### config.mk
export PLATFORM = sky130hd
export DESIGN_NAME = irq_accept_unit
export DESIGN_NICKNAME = d
export VERILOG_FILES = /design/src/rtl/irq_accept_pkg.sv /design/src/rtl/irq_accept_decide.sv /design/src/rtl/irq_status_regs.sv /design/src/rtl/irq_accept_unit.sv
export SDC_FILE = /design/constraint.sdc
export NUM_CORES = 1
export LEC_CHECK = 0
export BUFFER_PORTS_ARGS = -buffer_cell sky130_fd_sc_hd__buf_2
export CAP_MARGIN = 5
export CORE_UTILIZATION = 51
export CTS_BUF_LIST = sky130_fd_sc_hd__clkbuf_16
export DETAILED_ROUTE_END_ITERATION = 7
export GPL_ROUTABILITY_DRIVEN = 0
export MAX_ROUTING_LAYER = met4
export PLACE_DENSITY_LB_ADDON = 0.1
export SYNTH_ARGS = -nofsm -noshare
export SYNTH_HDL_FRONTEND = slang
export SYNTH_HIERARCHICAL = 1
export SYNTH_SLANG_ARGS = --single-unit
### constraint.sdc
create_clock -name clk -period 2.9 [get_ports clk]
set_input_delay 0.29 -clock clk [delete_from_list [all_inputs] [get_ports clk]]
set_output_delay 0.29 -clock clk [all_outputs]
set_load 0.01 [all_outputs]
### src/rtl/irq_accept_pkg.sv
// Shared widths and the status record for the interrupt acceptance unit.
// Assumes a single saved copy of status (one nesting level of restore).
package irq_accept_pkg;
    parameter int LVL_W = 6;
    parameter int RS_W  = 2;

    typedef struct packed {
        logic [LVL_W-1:0] lvl;
        logic             pie;
        logic [RS_W-1:0]  rset;
        logic             rsie;
        logic             nmi;
    } irq_status_t;
endpackage

### src/rtl/irq_accept_decide.sv
// Combinational take decision: the NMI-in-progress check, the strict level
// comparison and (when SHADOW_EN=1) the register-set conflict rule.
// Assumes sts is the registered live status.
module irq_accept_decide
    import irq_accept_pkg::*;
#(
    parameter bit SHADOW_EN = 1'b1
) (
    input  logic             req_valid,
    input  logic [LVL_W-1:0] req_level,
    input  logic [RS_W-1:0]  req_rset,
    input  logic             req_nmi,
    input  irq_status_t      sts,
    output logic             accept
);
    logic rs_ok;
    logic nmi_ok;
    logic mask_ok;

    generate
        if (SHADOW_EN) begin : g_shadow
            // Register-set rule: a different set, or nesting on a set explicitly allowed
            always_comb rs_ok = (req_rset != sts.rset) || sts.rsie;
        end else begin : g_flat
            // No shadow sets: the set field never blocks a request
            always_comb rs_ok = 1'b1;
        end
    endgenerate

    // Per-class eligibility and the combined decision
    always_comb begin
        nmi_ok  = req_nmi && !sts.nmi;
        mask_ok = !req_nmi && sts.pie && (req_level > sts.lvl);
        accept  = req_valid && rs_ok && (nmi_ok || mask_ok);
    end
endmodule

### src/rtl/irq_status_regs.sv
// Live and saved status registers. They update on an accepted take, or are
// restored from the saved copy on return; take has priority over return.
// Assumes accept comes from irq_accept_decide on the same status.
module irq_status_regs
    import irq_accept_pkg::*;
#(
    parameter bit RST_PIE  = 1'b1,
    parameter bit RST_RSIE = 1'b0
) (
    input  logic             clk,
    input  logic             rst_n,
    input  logic             accept,
    input  logic             take_strobe,
    input  logic             ret_strobe,
    input  logic             cfg_keep_en,
    input  logic [LVL_W-1:0] req_level,
    input  logic [RS_W-1:0]  req_rset,
    input  logic             req_nmi,
    output irq_status_t      sts,
    output irq_status_t      saved
);
    irq_status_t rst_val;
    irq_status_t entry_val;
    logic        do_take;

    // Reset image and the status that an accepted take installs
    always_comb begin
        rst_val      = '0;
        rst_val.pie  = RST_PIE;
        rst_val.rsie = RST_RSIE;
        do_take      = take_strobe && accept;
        entry_val      = sts;
        entry_val.lvl  = req_level;
        entry_val.rset = req_rset;
        entry_val.nmi  = sts.nmi || req_nmi;
        entry_val.pie  = req_nmi ? 1'b0 : (cfg_keep_en ? sts.pie : 1'b0);
    end

    // Status register update: take wins over return
    always_ff @(posedge clk) begin
        if (!rst_n) begin
            sts   <= rst_val;
            saved <= rst_val;
        end else if (do_take) begin
            sts   <= entry_val;
            saved <= sts;
        end else if (ret_strobe) begin
            sts   <= saved;
        end
    end

    a_r7_level_load: assert property (@(posedge clk) disable iff (!rst_n)
        do_take |=> (sts.lvl == $past(req_level)) && (sts.rset == $past(req_rset)));
    a_r8_saved_copy: assert property (@(posedge clk) disable iff (!rst_n)
        do_take |=> saved == $past(sts));
    a_r8_restore: assert property (@(posedge clk) disable iff (!rst_n)
        (ret_strobe && !do_take) |=> sts == $past(saved));
    a_r5_pie_clear: assert property (@(posedge clk) disable iff (!rst_n)
        (do_take && !cfg_keep_en) |=> !sts.pie);
    a_r6_nmi_entry: assert property (@(posedge clk) disable iff (!rst_n)
        (do_take && req_nmi) |=> (sts.nmi && !sts.pie));
    a_r4_hold: assert property (@(posedge clk) disable iff (!rst_n)
        (!do_take && !ret_strobe) |=> $stable(sts));
endmodule

### src/rtl/irq_accept_unit.sv
// Top of the processor interrupt acceptance unit: decision logic plus status
// registers. Assumes the pipeline asserts take_strobe only when it acts on
// accept_o in the same cycle.
module irq_accept_unit
    import irq_accept_pkg::*;
#(
    parameter bit SHADOW_EN = 1'b1,
    parameter bit RST_PIE   = 1'b1,
    parameter bit RST_RSIE  = 1'b0
) (
    input  logic             clk,
    input  logic             rst_n,
    input  logic             req_valid,
    input  logic [LVL_W-1:0] req_level,
    input  logic [RS_W-1:0]  req_rset,
    input  logic             req_nmi,
    input  logic             take_strobe,
    input  logic             ret_strobe,
    input  logic             cfg_keep_en,
    output logic             accept_o,
    output logic [LVL_W-1:0] cur_level_o,
    output logic             pie_o,
    output logic [RS_W-1:0]  cur_rset_o,
    output logic             rsie_o,
    output logic             nmi_active_o
);
    irq_status_t sts;
    irq_status_t saved;
    logic        accept;

    irq_accept_decide #(.SHADOW_EN(SHADOW_EN)) u_decide (
        .req_valid (req_valid),
        .req_level (req_level),
        .req_rset  (req_rset),
        .req_nmi   (req_nmi),
        .sts       (sts),
        .accept    (accept)
    );

    irq_status_regs #(.RST_PIE(RST_PIE), .RST_RSIE(RST_RSIE)) u_regs (
        .clk         (clk),
        .rst_n       (rst_n),
        .accept      (accept),
        .take_strobe (take_strobe),
        .ret_strobe  (ret_strobe),
        .cfg_keep_en (cfg_keep_en),
        .req_level   (req_level),
        .req_rset    (req_rset),
        .req_nmi     (req_nmi),
        .sts         (sts),
        .saved       (saved)
    );

    // Drive the status fields out to the ports
    always_comb begin
        accept_o     = accept;
        cur_level_o  = sts.lvl;
        pie_o        = sts.pie;
        cur_rset_o   = sts.rset;
        rsie_o       = sts.rsie;
        nmi_active_o = sts.nmi;
    end

    a_r1_nmi_block: assert property (@(posedge clk) disable iff (!rst_n)
        (req_nmi && nmi_active_o) |-> !accept_o);
    a_r2_level_gt: assert property (@(posedge clk) disable iff (!rst_n)
        (accept_o && !req_nmi) |-> (pie_o && (req_level > cur_level_o)));
    a_r3_rset_rule: assert property (@(posedge clk) disable iff (!rst_n)
        (accept_o && SHADOW_EN && !rsie_o) |-> (req_rset != cur_rset_o));
    a_r4_valid_gate: assert property (@(posedge clk) disable iff (!rst_n)
        !req_valid |-> !accept_o);
endmodule

Word-level counts from Yosys, hierarchy flattened
Cells that the tools add are included.
Widths: inputs -> output; s select.
{"block": "word_totals", "ff_bits": 22, "input_bits": 15, "out_inout_bits": 12, "word_cells": 32}
{"block": "op_classes", "n_lt_le_gt_ge": 1, "eq_ne": 2, "n_mux": 4, "n_bitwise": 1, "reduce_logical": 14}
{"op": "$mux 11", "n": 2}
{"op": "$gt 6x6->1", "n": 1}
{"op": "$logic_and 1x1->1", "n": 6}
{"op": "$reduce_and 2->1", "n": 2}
{"op": "$logic_or 1x1->1", "n": 3}
{"op": "$ne 3x3->1 const B", "n": 1}
{"op": "$logic_not 1->1", "n": 2}
{"op": "$mux 1", "n": 2}
{"op": "$ne 2x2->1", "n": 1}
{"op": "$reduce_bool 2->1", "n": 1}
{"op": "$not 1->1", "n": 1}

Logic depth before layout (Yosys ltp)
Gate-level depths: netlist of run 1.
{"block": "depth", "word_depth": 8, "mapped_depth": 10, "ltp_nobuf": 9}

Hierarchy
The synthesis of run 1 kept the hierarchy.
{"module": "irq_status_regs", "instances": 1, "cells_each": 101, "area_each_um2": 918.4, "seq_area_each_um2": 440.4}
{"module": "irq_accept_decide", "instances": 1, "cells_each": 26, "area_each_um2": 200.2, "seq_area_each_um2": 0.0}

Worst setup path before layout of run 1
Ideal clock, no wire load.
{"block": "synth_path", "path_type": "reg2reg", "startpoint": "register, netlist name u_regs/sts[10]", "endpoint": "register, netlist name u_regs/sts[0]", "setup_time_ns": 0.119, "arrival_time_ns": 2.171, "required_time_ns": 2.781, "path_slack_ns": 0.610, "stages_incl_launch_ff": 10, "path_buffers": 0, "synth_period_minus_slack_ns": 2.290, "cell_sequence": "dfxtp_1 > inv_1 > ha_1 > and4_4 > a31o_1 > a311o_1 > a21oi_2 > and2_2 > a21oi_1 > o221a_2"}
{"block": "synth_between", "elab_chain_cells": 6, "word_cells_on_any_way": 7, "classes_between": "order compare: 1; mux: 1; reduce/logical: 5"}
{"item": "$gt 6x6->1 *", "line": "irq_accept_decide.sv:33", "source": "mask_ok = !req_nmi && sts.pie && (req_level > sts.lvl);"}
{"item": "$logic_and 1x1->1 *", "line": "irq_accept_decide.sv:33"}
{"item": "$logic_or 1x1->1 *", "line": "irq_accept_decide.sv:34", "source": "accept = req_valid && rs_ok && (nmi_ok || mask_ok);"}
{"item": "$logic_and 1x1->1 *", "line": "irq_accept_decide.sv:34"}
{"item": "via accept_o", "line": "irq_accept_unit.sv:20", "source": "output logic accept_o,"}
{"item": "$logic_and 1x1->1 *", "line": "irq_status_regs.sv:31", "source": "do_take = take_strobe && accept;"}
{"item": "$mux 11 / $reduce_bool 2->1 (equally long branches)"}
Mark *: on every way through the listed nets, which the timed path passes. The rest lies on a longest branch.
A chain may end at the register's enable or synchronous reset.

Final worst setup path of run 1
{"block": "layout_path", "startpoint": "register, netlist name u_regs/sts[10]", "endpoint": "register, netlist name u_regs/sts[0]"}
{"block": "layout_between", "elab_chain_cells": 6, "word_cells_on_any_way": 7, "classes_between": "order compare: 1; mux: 1; reduce/logical: 5"}
{"item": "$gt 6x6->1 *", "line": "irq_accept_decide.sv:33"}
{"item": "$logic_and 1x1->1 *", "line": "irq_accept_decide.sv:33"}
{"item": "$logic_or 1x1->1 *", "line": "irq_accept_decide.sv:34"}
{"item": "$logic_and 1x1->1 *", "line": "irq_accept_decide.sv:34"}
{"item": "$logic_and 1x1->1 *", "line": "irq_status_regs.sv:31"}
{"item": "$mux 11 / $reduce_bool 2->1 (equally long branches)"}
Mark *: on every way between the ends. The rest lies on a longest branch, timed or not.

==> metrics.txt, run 1 <==
Num CTS Buffers=3; final hold slack=303.6 ps; Initial Util=0.5588; Seq/Total Area, Yosys=0.3937; synthesized area=roughly 1100 um2; Max VDD drop=around 260 uV; H-tree levels=1; Synth Area in Compound Gates=0.2282; gr busiest metal=met2; hold_buf cts=0; final cycle utilization of the critical path=0.8442; reg2reg setup slack=450 ps; Avg Cell Area, Syn=8.808 um2; fmax=slightly above 400 MHz; Post CTS Setup Buffer Count=0; # diodes=0; row count=16; Die H=between 40 and 50 um; vias in the first global route=a little over 900; Synth Instances=127; initial antenna violation count=0; Netlist cell types=28; Synth area leader=dfxtp_1; Synth Area in Adders=0.06711; Synthesis Warnings=6; final hold vios=0; Max Cap Violations=0; largest family of logic cells by synthesized area=compound AO/OA/AOI/OAI gates; slew margin rel.=0.7607; hold path startpoint=req_level[0]; largest net degree at the start of global routing=23; WL/cell=~13 um; RSZ-0062 raised after global routing=false; core box area=2002 um2; Routed Antenna Nets=0; CP Cell Sequence=inv_1 > ha_1 > and4_4 > a31o_1 > a311o_1 > a21oi_2 > and2_2 > a21oi_1 > o221a_2; Power Dens Cells=527.0 nW/um2; Crit path required time=a little over 3000 ps; most frequent cells in the layout=nand2_1 (32), buf_2 (26), dfxtp_1 (22); Pins Over Slew Limit=0; mux cell area share after synthesis=0.07159; Layout Nets=174; first-pass GRT wire length=between 3000 and 4000 um; crit path kind=flop to flop; layout cells sized above 1=0.2303; clk sinks=22; most common cell after layout, fill and taps aside=nand2_1; XOR/XNOR Fraction of Synth Area=0.01566; clk_lat worst skew=around 250 ps; worst-case clock skew=between 0.8 and 0.9 ps; met1 usage in global routing=0.2529; Setup crit start kind=flop; Synth area leaders=dfxtp_1 (39%), nand2_1 (11%), mux2i_1 (7.2%), o211a_1 (7.2%), a21boi_0 (6.7%); Post-CTS Resized=0; TritonRoute pass-1 iters=4; CP startpoint=u_regs/sts[10]; Worst path slowest cell=dfxtp_1; critical path fanouts, max=14; via count=947; Hold WC Path Type=input port to flop; total track usage=0.2147; CP peak stage delay=370 ps; CTS tree=done; RR Startpoint=u_regs/sts[10]; final setup fails=0; top cell type's share of synthesized area=0.3937; met2 usage=0.3681; setup_tns=0 ps; CP delay by family, top=compound AO/OA/AOI/OAI gates; Slew @ Worst Pin=approximately 360 ps; CP Data Arrival Time=2590 ps; WL final=2286 um; Setup crit end kind=flop; root buffer cell=clkbuf_16; die width=about 49 um; gr ovfl total=0; die area=between 2000 and 2500 um2; clock tree buffer depth=2; area grow syn2layout=19.35%; HPWL after DPL=between 1500 and 2000 um; Initial DRC Count=15; Final min period=roughly 2400 ps; Leakage=between 0.7 and 0.8 nW; status=finished, final reports clean; IO Port Bufs=26; routing usage on met3=0.03115; drt via density=between 5 and 6; # DRC=0; Post-Syn Nets=between 100 and 150; #FFs+latches synth=22; Synth Area in Simple Gates=0.1532; I/O pin cnt=27; CP bufs+invs=1; CTS clk-pin slew, worst paths=about 50 ps
-- Yosys cell counts --
cell	n
o211ai_1	1
nand2b_1	1
a21oi_2	1
nand3_1	4
clkbuf_1	2
a311o_1	1
and2_2	1
nor2b_1	1
buf_2	3
mux2i_1	8
a21oi_1	3
a21boi_0	10
inv_1	10
buf_4	1
ha_1	6
a21o_1	1
and4_4	1
a31o_1	1
a21boi_1	1
o31ai_1	1
dfxtp_1	22
o211a_1	8
nand2_1	32
o21ai_0	2
o221a_2	1
xor2_1	2
a31oi_1	1
buf_6	1
-- final timing paths --
kind	endpoint	depth (start not counted)
worst min register to register	u_regs/saved[8]	2
worst max-delay path	u_regs/sts[0]	9
worst max register to register	u_regs/sts[0]	9
worst min-delay path	u_regs/sts[5]	2
-- registers in the layout, indices dropped and copies added, names as in the netlist --
signal and cells:
u_regs/sts 11, u_regs/saved 11
-- through the flow --
stage               setup WS (ps)  utilization  total power [mW]  cells  cell area, um2
finish                      451.7       0.6669            0.7035    179            1335
detailed placement          480.7       0.6275            0.4267    175            1256
global route                320.7       0.6669            0.7385    179            1335
global placement            530.5       0.6275            0.4236    175            1256
CTS                         461.6       0.6669            0.7116    179            1335
floorplan                   610.3            -            0.3930    127            1119
-- power breakdown --
part           total, mW  internal (mW)  switching, mW
Combinational      0.100         0.0450         0.0553
Sequential         0.322          0.313        0.00884
Clock              0.282          0.183         0.0982
Total              0.704          0.541          0.162
-- metal layers --
metal  up-vias  part of all wire
met5         -                 0
met3         2             0.025
met1       445              0.47
li1        485                 -
met2        15              0.49
met4         0            0.0057
-- kinds of logic after synthesis --
group           count (synthesis)
simple gates                   40
compound gates                 32
flops                          22
buf+inv                        17
mux                             8
fa+ha+maj                       6
xor+xnor                        2
-- layout make-up --
cell class | count | area [um2]
inverter | 10 | 37.54
timing repair buffer | 28 | 145.1
clock buffer | 3 | 75.07
tap | 27 | 33.78
clock inverter | 1 | 3.754
multi-input combinational | 88 | 599.3
fill | 177 | 666.9
sequential | 22 | 440.4
No activity file was read; power rests on OpenSTA's default activity.
==> run 2: changes to the inputs <==
Settings changed: CORE_UTILIZATION 51 to 46.
Clock period 2.9 ns to 2.1 ns, I/O delays scaled along.
==> run 2 against run 1 <==
Clock skew is 2.6 ps higher. Utilization is 0.76 points lower. Total power grew 44%. Critical path depth decreased by 2. Largest cell class unchanged. Die area is 10% higher. Flip-flop and latch count unchanged. Sequential power rose by 38%.
==> metrics.txt, run 2 (same netlist as run 1, synthesis figures left out) <==
met2 usage=0.3838; min setup slack post-route=between 15 and 20 ps; die area=between 2000 and 3000 um2; total power=about 1.0 mW; final hold vios=0; # diodes=0; clk_lat worst skew=roughly 250 ps; hold_buf cts=0; Slew @ Worst Pin=around 350 ps; Max Cap Violations=0; Max VDD drop=~470 uV; # DRC=0; Final min period=2082 ps; core box area=2255 um2; CP bufs+invs=2; total track usage=0.2236; final cycle utilization of the critical path=0.9916; CTS clk-pin slew, worst paths=~60 ps; root buffer cell=clkbuf_16; worst-case clock skew=about 3.5 ps; Setup crit end kind=primary output; Initial Util=0.4961; initial antenna violation count=0; clock tree buffer depth=2; via count=approximately 1,000; reg2reg setup slack=30 ps; clk sinks=22; CP Data Arrival Time=1870 ps; RSZ-0062 raised after global routing=true; gr ovfl total=0; Crit path required time=roughly 1900 ps; CTS tree=done; I/O pin cnt=27; Final Non-Filler Cells=188; Fillers=between 150 and 200; Layout Nets=about 180; slew margin rel.=0.7689; largest net degree at the start of global routing=23; most common cell after layout, fill and taps aside=nand2_1; crit path kind=flop to primary output; Num CTS Buffers=3; Setup crit start kind=flop; die width=51.31 um; Die H=between 50 and 60 um; CP Cell Sequence=inv_1 > ha_4 > and4_4 > o21ai_0 > a311o_1 > a21oi_2 > buf_2; Initial DRC Count=12; routing usage on met3=0.01786; WL/cell=~14 um; CP delay by family, top=compound AO/OA/AOI/OAI gates; sequential standard cell area=~450 um2; Pins Over Slew Limit=0; Hold WC Path Type=input port to flop; met1 usage in global routing=0.2632; multi-input logic area=roughly 680 um2; critical path fanouts, max=4; setup_tns=0 ps; DP Worst Slack=-64.40 ps; Post-Place Cells=about 180; TritonRoute pass-1 iters=5; HPWL after DPL=about 1700 um; area grow syn2layout=32.89%; row count=17; IO Port Bufs=26; final setup fails=0; status=finished, final reports clean; first-pass GRT wire length=4298 um; final hold slack=between 200 and 250 ps; Routed Antenna Nets=0; biggest regs=u_regs/saved (11), u_regs/sts (11); Leakage=~0.76 nW; Power Dens Cells=between 600 and 700 nW/um2; drt via density=5.356; H-tree levels=1; Worst path slowest cell=dfxtp_2; layout cells sized above 1=0.3813; CP peak stage delay=between 300 and 400 ps; vias in the first global route=around 980; most frequent cells in the layout=nand2_1 (29), buf_2 (26), dfxtp_1 (17); gr busiest metal=met2; fmax=480.2 MHz; WL final=2542 um
==> run 2: cell count changes in the layout (fill, tap and decap cells not counted), moves of 4 or more <==
cell      delta
a21boi_0     -9
a21boi_1     +6
buf_4        +6
dfxtp_1      -5
dfxtp_2      +5
ha_1         -4
ha_4         +4
==> run 2: final timing paths <==
path                            to             start  cells past startpoint
hold / removal       u_regs/sts[6]      req_level[1]                      2
hold reg to reg   u_regs/saved[10]  u_regs/saved[10]                      2
setup reg to reg     u_regs/sts[7]    u_regs/sts[10]                      9
setup / recovery          accept_o    u_regs/sts[10]                      7
==> run 2: power breakdown <==
| group | internal, mW | switching (mW) |
|---|---|---|
| Combinational | 0.0828 | 0.0873 |
| Clock | 0.254 | 0.146 |
| Sequential | 0.433 | 0.0118 |
| Total | 0.769 | 0.245 |
==> run 2: routing by layer <==
layer  share of wire  vias to the layer above
met3           0.031                        6
met4           0.025                        0
met1            0.46                      475
li1                -                      502
met5               0                        -
met2            0.49                       24
==> run 2: area by class of cell <==
cell class / instances / area share
Clock buffer: 3 / 0.05050
Clock inverter: 1 / 0.002525
Inverter: 10 / 0.02525
Multi-Input combinational cell: 88 / 0.4545
Sequential cell: 22 / 0.3005
Tap cell: 28 / 0.02357
Timing Repair Buffer: 36 / 0.1431
==> run 2: repair_timing <==
item,CTS,global route
setup endpoints to repair,22,23
buffers inserted,4,2
pin swaps,4,3
gates resized for setup,5,12
==> run 2: stage by stage <==
stage,cell area [um2],utilization
finish,1486,0.6593
global route,1486,0.6593
CTS,1441,0.6393
detailed placement,1295,0.5744
global placement,1295,0.5744
floorplan,1147,-
==> run 2: worst register-to-register path, stage by stage (launching register included) <==
cell	delay, ps
dfxtp_2	320
inv_1	60
ha_4	270
and4_4	220
o21ai_0	80
a311o_1	280
a21oi_2	210
nand2_1	100
buf_4	200
o211a_1	220
==> run 3: changes to the inputs <==
Settings changed: PLACE_DENSITY set to 0.73, PLACE_DENSITY_LB_ADDON 0.1 to not set.
==> run 3 against run 2 <==
The run now ends with negative setup slack left. Routed wire length rose by 0.28%. Worst hold slack barely moved. Total power increased by 0.45%. Utilization grew 0.61 points. Critical endpoint is now u_regs/sts[6]. Setup slack got worse by 23 ps. Die area did not move. Global-route usage fell by 1.1 points. Clock power about the same. Count of clock-buffer cells in the layout unchanged. Largest cell class unchanged. Flip-flop and latch count stayed put.
==> metrics.txt, run 3 (same netlist as run 1, synthesis figures left out) <==
R2R depth=9; Num CTS Buffers=3; Initial Util=0.4961; Crit path required time=2240 ps; Worst Hold Depth=2; Post-Place Cells=between 150 and 200; Worst path slowest cell=dfxtp_2; WL/cell=roughly 14 um; largest net degree at the start of global routing=23; Slew @ Worst Pin=around 350 ps; Initial DRC Count=21; crit path kind=flop to flop; clk_lat worst skew=250 ps; H-tree levels=1; Setup crit start kind=flop; final hold slack=approximately 220 ps; root buffer cell=clkbuf_16; WL final=2549 um; RSZ-0062 raised after global routing=true; Fillers=just under 200; Pins Over Slew Limit=0; # DRC=0; fmax=475.1 MHz; min setup slack post-route=-4.855 ps; most common cell after layout, fill and taps aside=nand2_1; Max Cap Violations=0; total power=1.019 mW; core box area=around 2300 um2; status=complete, but fails checks; layout cells sized above 1=0.3899; CP peak stage delay=340 ps; violated checks=negative setup slack; initial antenna violation count=0; critical path fanouts, max=18; CP Data Arrival Time=around 2200 ps; Leakage=roughly 0.79 nW; final cycle utilization of the critical path=1.002; final setup fails=2; Layout Nets=between 150 and 200; I/O pin cnt=27; multi-input logic area=about 690 um2; clk sinks=22; most frequent cells in the layout=nand2_1 (29), buf_2 (26), dfxtp_1 (18); row count=17; HPWL after DPL=around 1600 um; Final min period=2105 ps; worst-case clock skew=around 1.7 ps; slew margin rel.=0.7660; CTS tree=done; IO Port Bufs=26; die width=a little over 50 um; biggest regs=u_regs/saved (11), u_regs/sts (11); clock tree buffer depth=2; Hold WC Path Type=input port to flop; Final Non-Filler Cells=~190; Max VDD drop=between 400 and 500 uV; vias in the first global route=roughly 950; hold_buf cts=0; # diodes=0; Die H=51.31 um; Power Dens Cells=679.2 nW/um2; via count=~980; Setup crit end kind=flop; area grow syn2layout=34.12%; CTS clk-pin slew, worst paths=around 60 ps; drt via density=~5.3; total track usage=0.2129; TritonRoute pass-1 iters=4; gr ovfl total=0; first-pass GRT wire length=about 4100 um; sequential standard cell area=roughly 450 um2; final hold vios=0; die area=2633 um2; Routed Antenna Nets=0; CP Cell Sequence=inv_2 > ha_4 > and4_4 > a31o_1 > a311o_1 > a21oi_2 > nand2_1 > buf_6 > o211a_1
run 3: path summary, 6_finish.rpt:
path	start	endpoint	slack [ps]
max	u_regs/sts[10]	u_regs/sts[6]	-5
min	req_rset[0]	u_regs/sts[2]	220
max reg2reg	u_regs/sts[10]	u_regs/sts[6]	-5
min reg2reg	u_regs/saved[10]	u_regs/saved[10]	460
run 3: final cells by class:
cell class,instances,area share
Sequential cell,22,0.2969
Clock inverter,1,0.002502
Timing Repair Buffer,35,0.1443
Clock buffer,3,0.05004
Multi-Input combinational cell,88,0.4579
Inverter,10,0.02502
Tap cell,28,0.02335
run 3: report_power, final:
part	internal, mW	total (mW)	switching, mW
clock	0.254	0.398	0.144
combinational	0.0849	0.176	0.0910
sequential	0.433	0.445	0.0122
run 3: repair_timing:
action,4_1_cts,5_1_grt
pin swaps,3,8
resized for setup,0,26
hold endpoints to repair,0,0
endpoints found under the setup margin,16,23
buffers inserted,4,1
run 3: stage by stage:
| step | util | area, um2 | worst slack [ps] | setup TNS [ps] |
|---|---|---|---|---|
| final | 0.6654 | 1500 | -4.855 | -5.601 |
| after floorplan | - | 1147 | -15.41 | -89.02 |
| after global routing | 0.6654 | 1500 | -92.27 | -1436 |
| after CTS | 0.6226 | 1404 | 5.232 | 0 |
| after global placement | 0.5744 | 1295 | 37.93 | 0 |
| after detailed placement | 0.5744 | 1295 | -18.74 | -35.11 |
run 3: routing by layer:
layer,share of wire,track usage
met1,0.47,0.2613
met3,0.029,0.03571
met5,0,-
met2,0.50,0.3487
met4,0.0063,0.08108
run 3: worst max-delay path: cells and delay by family, from the launching register on:
family,cells,cell delay [ps]
adder cells (fa/ha/maj),1,220
flip-flops,1,340
AO/OA/AOI/OAI,4,900
AND/OR/NAND/NOR,2,320
buffers and inverters,2,230
